File: src/rtl/evc_pkg.sv
package evc_pkg;
    localparam int unsigned DEF_PORTS = 13;
    localparam int unsigned DEF_EVT   = 6;
    localparam int unsigned DEF_CNT_W = 16;

    typedef enum logic {
        BYTE_LO = 1'b0,
        BYTE_HI = 1'b1
    } byte_sel_e;
endpackage

File: src/rtl/evc_port_counter.sv
module evc_port_counter #(
    parameter int unsigned NUM_EVT = 6,
    parameter int unsigned CNT_W   = 16
) (
    input  logic               clk,
    input  logic               rst_n,
    input  logic [NUM_EVT-1:0] evt_i,
    input  logic [NUM_EVT-1:0] mask_i,
    input  logic               clr_i,
    output logic [CNT_W-1:0]   cnt_o
);
    localparam logic [CNT_W-1:0] CNT_MAX = '1;

    typedef struct packed {
        logic [CNT_W-1:0] cnt;
    } cnt_st_t;

    cnt_st_t st_d, st_q;
    logic    hit;

    always_comb begin
        hit  = |(evt_i & mask_i);
        st_d = st_q;
        if (clr_i) begin
            st_d.cnt = '0;
        end
        if (hit && (st_d.cnt != CNT_MAX)) begin
            st_d.cnt = st_d.cnt + CNT_W'(1);
        end
    end

    always_ff @(posedge clk or negedge rst_n) begin
        if (!rst_n) begin
            st_q <= '0;
        end else begin
            st_q <= st_d;
        end
    end

    assign cnt_o = st_q.cnt;

    p_no_wrap_r5: assert property (@(posedge clk) disable iff (!rst_n)
        (st_q.cnt == CNT_MAX && !clr_i) |=> (st_q.cnt == CNT_MAX));

    p_single_step_r4: assert property (@(posedge clk) disable iff (!rst_n)
        (!clr_i && hit && st_q.cnt != CNT_MAX) |=> ((st_q.cnt - $past(st_q.cnt)) == CNT_W'(1)));

    p_idle_hold_r3: assert property (@(posedge clk) disable iff (!rst_n)
        (!clr_i && !hit) |=> $stable(st_q.cnt));

    p_clear_r11: assert property (@(posedge clk) disable iff (!rst_n)
        (clr_i && !hit) |=> (st_q.cnt == '0));
endmodule

File: src/rtl/evc_thresh.sv
module evc_thresh #(
    parameter int unsigned NUM_PORTS = 13,
    parameter int unsigned CNT_W     = 16,
    parameter int unsigned LOW_TH    = 'h00FF,
    parameter int unsigned HIGH_TH   = 'hC000
) (
    input  logic                       clk,
    input  logic                       rst_n,
    input  logic [NUM_PORTS*CNT_W-1:0] cnt_flat_i,
    output logic                       low_o,
    output logic                       high_o,
    output logic                       full_o
);
    localparam logic [CNT_W-1:0] CNT_MAX = '1;
    localparam logic [CNT_W-1:0] LOW_V   = CNT_W'(LOW_TH);
    localparam logic [CNT_W-1:0] HIGH_V  = CNT_W'(HIGH_TH);

    logic [CNT_W-1:0] val;

    always_comb begin
        low_o  = 1'b0;
        high_o = 1'b0;
        full_o = 1'b0;
        val    = '0;
        for (int p = 0; p < int'(NUM_PORTS); p++) begin
            val    = cnt_flat_i[p*CNT_W +: CNT_W];
            low_o  = low_o  | (val < LOW_V);
            high_o = high_o | (val > HIGH_V);
            full_o = full_o | (val == CNT_MAX);
        end
    end

    p_full_high_r8: assert property (@(posedge clk) disable iff (!rst_n)
        full_o |-> high_o);
endmodule

File: src/rtl/evc_rd_port.sv
module evc_rd_port
    import evc_pkg::*;
#(
    parameter int unsigned NUM_PORTS = 13,
    parameter int unsigned CNT_W     = 16,
    parameter int unsigned PORT_W    = 4
) (
    input  logic                       clk,
    input  logic                       rst_n,
    input  logic                       rd_en_i,
    input  byte_sel_e                  rd_sel_i,
    input  logic [PORT_W-1:0]          rd_port_i,
    input  logic                       cor_i,
    input  logic [NUM_PORTS*CNT_W-1:0] cnt_flat_i,
    output logic [CNT_W/2-1:0]         rd_data_o,
    output logic [NUM_PORTS-1:0]       clr_o
);
    localparam int unsigned HALF_W = CNT_W / 2;

    typedef struct packed {
        logic [HALF_W-1:0] data;
        logic [HALF_W-1:0] hold;
    } rd_st_t;

    rd_st_t           st_d, st_q;
    logic [CNT_W-1:0] sel;

    always_comb begin
        sel   = '0;
        clr_o = '0;
        for (int p = 0; p < int'(NUM_PORTS); p++) begin
            if (rd_port_i == PORT_W'(p)) begin
                sel      = cnt_flat_i[p*CNT_W +: CNT_W];
                clr_o[p] = rd_en_i && (rd_sel_i == BYTE_HI) && cor_i;
            end
        end
        st_d = st_q;
        if (rd_en_i) begin
            if (rd_sel_i == BYTE_LO) begin
                st_d.data = sel[HALF_W-1:0];
                st_d.hold = sel[CNT_W-1:HALF_W];
            end else begin
                st_d.data = st_q.hold;
            end
        end
    end

    always_ff @(posedge clk or negedge rst_n) begin
        if (!rst_n) begin
            st_q <= '0;
        end else begin
            st_q <= st_d;
        end
    end

    assign rd_data_o = st_q.data;

    p_hold_kept_r10: assert property (@(posedge clk) disable iff (!rst_n)
        !(rd_en_i && rd_sel_i == BYTE_LO) |=> $stable(st_q.hold));

    p_hi_returns_hold_r10: assert property (@(posedge clk) disable iff (!rst_n)
        (rd_en_i && rd_sel_i == BYTE_HI) |=> (rd_data_o == $past(st_q.hold)));

    p_idle_data_r9: assert property (@(posedge clk) disable iff (!rst_n)
        !rd_en_i |=> $stable(rd_data_o));

    p_clr_onehot_r11: assert property (@(posedge clk) disable iff (!rst_n)
        $onehot0(clr_o));
endmodule

File: src/rtl/evc_event_counters.sv
module evc_event_counters
    import evc_pkg::*;
#(
    parameter int unsigned NUM_PORTS = DEF_PORTS,
    parameter int unsigned NUM_EVT   = DEF_EVT,
    parameter int unsigned CNT_W     = DEF_CNT_W,
    parameter int unsigned LOW_TH    = 'h00FF,
    parameter int unsigned HIGH_TH   = 'hC000,
    localparam int unsigned PORT_W   = (NUM_PORTS > 1) ? $clog2(NUM_PORTS) : 1
) (
    input  logic                         clk,
    input  logic                         rst_n,
    input  logic [NUM_PORTS*NUM_EVT-1:0] evt_strobe,
    input  logic                         cfg_we,
    input  logic [NUM_EVT-1:0]           cfg_mask,
    input  logic                         cfg_cor,
    input  logic                         rd_en,
    input  logic                         rd_hi,
    input  logic [PORT_W-1:0]            rd_port,
    output logic [CNT_W/2-1:0]           rd_data,
    output logic                         flag_low,
    output logic                         flag_high,
    output logic                         flag_full
);
    typedef struct packed {
        logic [NUM_EVT-1:0] mask;
        logic               cor;
    } cfg_st_t;

    cfg_st_t                    cfg_d, cfg_q;
    logic [NUM_PORTS*CNT_W-1:0] cnt_flat;
    logic [NUM_PORTS-1:0]       clr_vec;
    byte_sel_e                  rd_sel;

    always_comb begin
        cfg_d = cfg_q;
        if (cfg_we) begin
            cfg_d.mask = cfg_mask;
            cfg_d.cor  = cfg_cor;
        end
        rd_sel = rd_hi ? BYTE_HI : BYTE_LO;
    end

    always_ff @(posedge clk or negedge rst_n) begin
        if (!rst_n) begin
            cfg_q <= '0;
        end else begin
            cfg_q <= cfg_d;
        end
    end

    for (genvar p = 0; p < int'(NUM_PORTS); p++) begin : g_port
        evc_port_counter #(
            .NUM_EVT (NUM_EVT),
            .CNT_W   (CNT_W)
        ) i_cnt (
            .clk    (clk),
            .rst_n  (rst_n),
            .evt_i  (evt_strobe[p*NUM_EVT +: NUM_EVT]),
            .mask_i (cfg_q.mask),
            .clr_i  (clr_vec[p]),
            .cnt_o  (cnt_flat[p*CNT_W +: CNT_W])
        );
    end

    evc_thresh #(
        .NUM_PORTS (NUM_PORTS),
        .CNT_W     (CNT_W),
        .LOW_TH    (LOW_TH),
        .HIGH_TH   (HIGH_TH)
    ) i_thresh (
        .clk        (clk),
        .rst_n      (rst_n),
        .cnt_flat_i (cnt_flat),
        .low_o      (flag_low),
        .high_o     (flag_high),
        .full_o     (flag_full)
    );

    evc_rd_port #(
        .NUM_PORTS (NUM_PORTS),
        .CNT_W     (CNT_W),
        .PORT_W    (PORT_W)
    ) i_rd (
        .clk        (clk),
        .rst_n      (rst_n),
        .rd_en_i    (rd_en),
        .rd_sel_i   (rd_sel),
        .rd_port_i  (rd_port),
        .cor_i      (cfg_q.cor),
        .cnt_flat_i (cnt_flat),
        .rd_data_o  (rd_data),
        .clr_o      (clr_vec)
    );

    p_mask_reset_r1: assert property (@(posedge clk) disable iff (!rst_n)
        !cfg_we |=> $stable(cfg_q));
endmodule

File: config.mk
export PLATFORM = sky130hd
export DESIGN_NAME = evc_event_counters
export DESIGN_NICKNAME = d
export VERILOG_FILES = /design/src/rtl/evc_pkg.sv /design/src/rtl/evc_port_counter.sv /design/src/rtl/evc_thresh.sv /design/src/rtl/evc_rd_port.sv /design/src/rtl/evc_event_counters.sv
export SDC_FILE = /design/constraint.sdc
export NUM_CORES = 1
export LEC_CHECK = 0
export BUFFER_PORTS_ARGS = -buffer_cell sky130_fd_sc_hd__buf_2
export CAP_MARGIN = 20
export CORE_ASPECT_RATIO = 0.75
export CORE_MARGIN = 2
export CORE_UTILIZATION = 55
export CTS_BUF_LIST = sky130_fd_sc_hd__clkbuf_8
export DETAILED_ROUTE_END_ITERATION = 10
export GPL_TIMING_DRIVEN = 0
export PLACE_DENSITY = 0.73
export REMOVE_ABC_BUFFERS = 1
export SLEW_MARGIN = 40
export SYNTH_ARGS = -nofsm -noshare
export SYNTH_HDL_FRONTEND = slang
export SYNTH_SLANG_ARGS = --single-unit
export TNS_END_PERCENT = 100
File: constraint.sdc
create_clock -name clk -period 4.11 [get_ports clk]
set_input_delay 0.822 -clock clk [delete_from_list [all_inputs] [get_ports clk]]
set_output_delay 0.822 -clock clk [all_outputs]
set_load 0.05 [all_outputs]
== Word-level counts from Yosys, hierarchy flattened ==
Index checks and enable logic that the tools add are counted.
Cells by class
  add/subtract/negate cells: 13
  $lt $le $gt $ge: 26
  equality and inequality tests: 38
  muxes and demuxes: 54
  bitwise operators: 50
  reduce and logical (&&, ||, !) cells: 30
Operator list (count)
  two-way mux 16 bit: 39
  adder 16 x 1 -> 16 bit (second input constant): 13
  == test 16 bit (second input constant): 13
  greater-than comparator 16 bit (second input constant): 13
  less-than comparator 16 x 8 -> 1 bit (second input constant): 13
  inequality test 16 bit (second input constant): 13
  bitwise AND 6 bit: 13
  OR reduction 6 bit: 13
  OR 1 bit: 36
  == test 4 bit (second input constant): 5
  == test 4 x 3 -> 1 bit (second input constant): 4
  logical AND 1 bit: 15
  two-way mux 1 bit: 14
  == test 4 x 2 -> 1 bit (second input constant): 2
  two-way mux 8 bit: 1
  == test 4 x 1 -> 1 bit (second input constant): 1
  zero test 4 bit: 1
  AND reduction 2 bit: 1
  NOT 1 bit: 1
Storage, ports and cells
  register bits: 231
  bits of input ports: 94
  logic and storage cells: 228

== Logic depth before layout (Yosys ltp) ==
  word-level depth: 15
  mapped depth: 15

== Cells and area by module ==
From an unflattened synthesis, not the netlist that was laid out.
Unflattened totals
  cell total of the unflattened synthesis: 1978
  area, all modules: 18471.5 um2
Modules (own cells, without submodules)
  evc_port_counter: instances 13, cells an instance 105, area each 1078.5 um2, sequential area each 400.4 um2
  evc_rd_port: instances 1, cells an instance 414, area each 3032.9 um2, sequential area each 400.4 um2
  evc_thresh: instances 1, cells an instance 184, area each 1126.1 um2, sequential area each 0.0 um2
  evc_event_counters: instances 1, cells an instance 15, area each 291.5 um2, sequential area each 175.2 um2

== Worst setup path before layout ==
OpenSTA, ideal clock, no wires.
  path type: input to register
  start: in rd_en
  end: reg g_port[6].i_cnt.st_q, in the netlist g_port[6].i_cnt.cnt_o[12]
  arrival: 3.548 ns
  data required time: 3.988 ns
  slack: 0.439 ns
  cell stages on the path: 14
  path buffers: 5
  path through: buf_2 -> and3_1 -> buf_2 -> buf_4 -> buf_2 -> buf_2 -> nand2_1 -> and2_1 -> ha_1 -> and3_1 -> o21ai_1 -> a2111oi_1 -> nand3_1 -> xor2_1
RTL lines
  start: declaration: RTL line evc_event_counters.sv:17  | input logic rd_en,
  end signal: assignment: RTL line evc_port_counter.sv:36  | st_q <= st_d;
  end: declaration: RTL line evc_port_counter.sv:18  | cnt_st_t st_d, st_q;

==> impl_metrics.json <==
{
  "clock-root-buffer": "clkbuf_8",
  "nNetsFinal": 1998,
  "syn_avg_cell_area_um2": 8.540,
  "fin_hold_ws_ns": 0.2063,
  "ys_warn_count": 0,
  "ys_seq_area_frac": 0.3665,
  "ioPinCount": 105,
  "synthFlopType": "dfrtp_1",
  "period_share": 0.9671,
  "hold_buffers": 0,
  "gp_congestion": 1.011,
  "clock_latency_ns": 0.58,
  "synth-async-reset-ratio": 1.000,
  "numClockSinks": 231,
  "ir_drop_v": 0.0002599,
  "fillers": 2461,
  "drtIter0Drc": 2510,
  "synthToLayoutAreaGrowth_pct": 10.42,
  "synth_edf_count": 0,
  "cts.reportedPaths.clkPinSlew_ns": 0.06,
  "worstPathArrival_ns": 4.48,
  "cts_tree": "yes",
  "cts_buffer_depth": 3,
  "relSlewSlack": 0.4249,
  "via_per_inst": 6.903,
  "post_drt_wl_per_cell_um": 23.91,
  "htreeDepth": 2,
  "setup_viol": 0,
  "io_buffers": 104,
  "vias": 15918,
  "drv_cap": 0,
  "start_util": 0.5610,
  "status": "finished clean",
  "drtPass1Iterations": 8,
  "num_antenna_cells": 0,
  "final_cell_area_um2": 17420,
  "grt_max_degree": 72,
  "fin_cells": 2306,
  "chipHeight_um": 150.7,
  "antenna_found_initial": 0,
  "design.core.area_um2": 28120,
  "final_hold_viol_count": 0,
  "power.density_nw_per_um2": 482.7,
  "timing.fmax_mhz": 251.6,
  "crit_path_start_kind": "primary input",
  "synth_cell_types": 84,
  "dieArea_um2": 30060,
  "postRouteAntennaNets": 0,
  "worstPathRequired_ns": 4.61,
  "globalRoute.totalOverflow": 0,
  "finClkSkew_ns": 0.02150,
  "grt_first_pass_wirelength_um": 84680,
  "post-dp-hpwl_um": 39800,
  "grt_usage": 0.3677,
  "rows": 53,
  "grt_pass1_vias": 14482,
  "dpl_cell_area_um2": 16480,
  "cp-end-kind": "register",
  "drc": 0,
  "drive_gt1_frac": 0.1301,
  "synth_area_um2": 15770,
  "grt_setup_unrepaired": "false",
  "cts_inserted_buffers": 42,
  "period_needed_ns": 3.975,
  "place_inst": 2231,
  "p_leak_nw": 7.012,
  "ys_ff_latch": 231,
  "syn_inst": 1847,
  "cp_max_fo": 60,
  "hold_class": "primary input to async pin",
  "finalWirelength_um": 55130,
  "dieWidth_um": 199.6,
  "worst_slew_pin_slew_ns": 0.8492,
  "worstSetupPathType": "primary input to register",
  "cts_setup_buffers": 0,
  "drv_slew": 0
}
==> area by class of cell <==
| cell class | instances | area, um^2 | area share |
|---|---|---|---|
| well taps | 385 | 481.7 | 0.02766 |
| clock inverters | 18 | 127.6 | 0.007327 |
| inverters | 35 | 131.4 | 0.007543 |
| flip-flops and latches | 231 | 5788 | 0.3323 |
| repair buffers | 113 | 690.7 | 0.03965 |
| multi-input cells | 1468 | 9428 | 0.5413 |
| clock buffers | 56 | 770.7 | 0.04425 |
==> Yosys cell counts (all sizes together), types with 4 or more instances <==
master / count / area, um^2
and4: 23 / 201.4
a21boi: 5 / 37.54
a21o: 9 / 67.56
nor4: 68 / 461.7
nor3: 34 / 175.2
a32oi: 4 / 35.03
a211oi: 15 / 117.6
o31a: 4 / 35.03
a31o: 4 / 35.03
or4: 14 / 108.9
a221o: 4 / 40.04
nand4: 72 / 450.4
nor2: 181 / 684.4
nand4b: 9 / 78.83
or2: 6 / 37.54
or3: 34 / 212.7
o211ai: 38 / 285.3
clkbuf: 64 / 242.7
nand2b: 15 / 93.84
nand4bb: 5 / 56.30
xnor2: 60 / 525.5
nand2: 195 / 732.0
o21ai: 67 / 335.3
buf: 49 / 277.8
o221ai: 10 / 87.58
a31oi: 9 / 56.30
a21oi: 89 / 445.4
and2: 42 / 262.8
xor2: 56 / 490.5
ha: 13 / 162.7
mux2: 20 / 225.2
o31ai: 20 / 168.9
dfrtp: 231 / 5781
nor2b: 13 / 81.33
inv: 35 / 131.4
nand3: 77 / 390.4
o2111ai: 13 / 120.1
o311ai: 9 / 78.83
a2111oi: 19 / 214.0
o22ai: 30 / 187.7
a311oi: 7 / 61.31
a22oi: 53 / 397.9
and3: 34 / 212.7
a221oi: 6 / 52.55
mux2i: 35 / 350.3
==> layout by cell type, fill, tap and decap left out, types with 23 or more instances in the layout <==
cell,netlist,final
a21oi_1,89,89
o22ai_1,30,30
inv_1,35,45
dfrtp_1,231,225
o21ai_0,65,65
xnor2_1,60,60
a22oi_1,53,53
or3_1,34,34
and2_1,42,42
buf_2,30,101
and3_1,34,33
nand3_1,76,76
mux2i_1,35,35
nand2_1,195,195
xor2_1,56,56
o211ai_1,38,38
nor2_1,179,177
nor3_1,33,32
clkbuf_8,0,56
nand4_1,72,72
nor4_1,65,62
and4_1,23,23
==> metal layers <==
metal / vias up / part of all wire / wire length (um) / global-route usage
li1: 7068 / - / - / -
met1: 7681 / 0.44 / 24170 / 0.5660
met2: 1039 / 0.41 / 22530 / 0.5033
met3: 130 / 0.13 / 6966 / 0.09229
met4: 0 / 0.027 / 1462 / 0.1056
met5: - / 0 / 0 / 0
==> worst max-delay path, stage by stage <==
cell and delay [ns]:
buf_4 0.57, nand4bb_2 0.63, nor2_2 0.68, nor2b_1 0.16, ha_1 0.27, and2_1 0.18
o2111ai_2 0.18, o21ai_1 0.31, or4_1 0.54, nand2_1 0.09
==> flip-flops by register name, summed over array words and instances (netlist names) <==
| signal | cells |
|---|---|
| i_rd.rd_data_o | 8 |
| cfg_q | 7 |
| g_port.i_cnt.cnt_o | 208 |
| i_rd.st_q | 8 |
==> repair_timing <==
| item | 4_1_cts | 5_1_grt |
|---|---|---|
| hold endpoints to repair | 0 | 0 |
| setup endpoints to repair | 0 | 1 |
| resized for setup | 0 | 1 |
==> final timing paths <==
check                                       start  cells past startpoint                         to  slack, ns
worst min-delay path                        rst_n                      1   g_port[4].i_cnt.cnt_o[2]       0.21
worst max register to register           cfg_q[0]                      8   g_port[3].i_cnt.cnt_o[1]       0.56
max in group asynchronous                   rst_n                      3                   cfg_q[4]       2.89
worst max-delay path                   rd_port[1]                     10  g_port[10].i_cnt.cnt_o[3]       0.14
min in group clk                      cfg_mask[2]                      2                   cfg_q[3]       0.47
worst min register to register  i_rd.rd_data_o[0]                      2          i_rd.rd_data_o[0]       0.51
==> stage by stage <==
stage                     total power [mW]    util  setup WS, ns  TNS, ns
after CTS                            8.328  0.6180       0.04985        0
after global placement               5.817  0.5781        -2.013  -590.31
after global routing                 8.819  0.6195      0.002929        0
after detailed placement             5.951  0.5861       -0.5109   -6.974
after floorplan                      4.974       -       0.08352        0
final                                8.408  0.6195        0.1352        0
==> report_power, final <==
part	internal [mW]	total, mW	switching (mW)
Combinational	0.971	2.19	1.22
Sequential	2.77	3.85	1.07
Clock	1.34	2.37	1.03
Total	5.08	8.41	3.33
==> cells by family (layout without fill, tap and decap cells) <==
logic type / count (synthesis) / after routing / synth area share
muxes: 57 / 57 / 0.03934
adders and majority gates: 13 / 13 / 0.01031
buffers and inverters: 148 / 222 / 0.04133
xor gates and xnor gates: 116 / 116 / 0.06441
AOI/OAI and AO/OA: 441 / 441 / 0.1961
and+or+nand+nor: 841 / 841 / 0.2821
DFF: 231 / 231 / 0.3665
No activity file was read; power rests on OpenSTA's default activity.
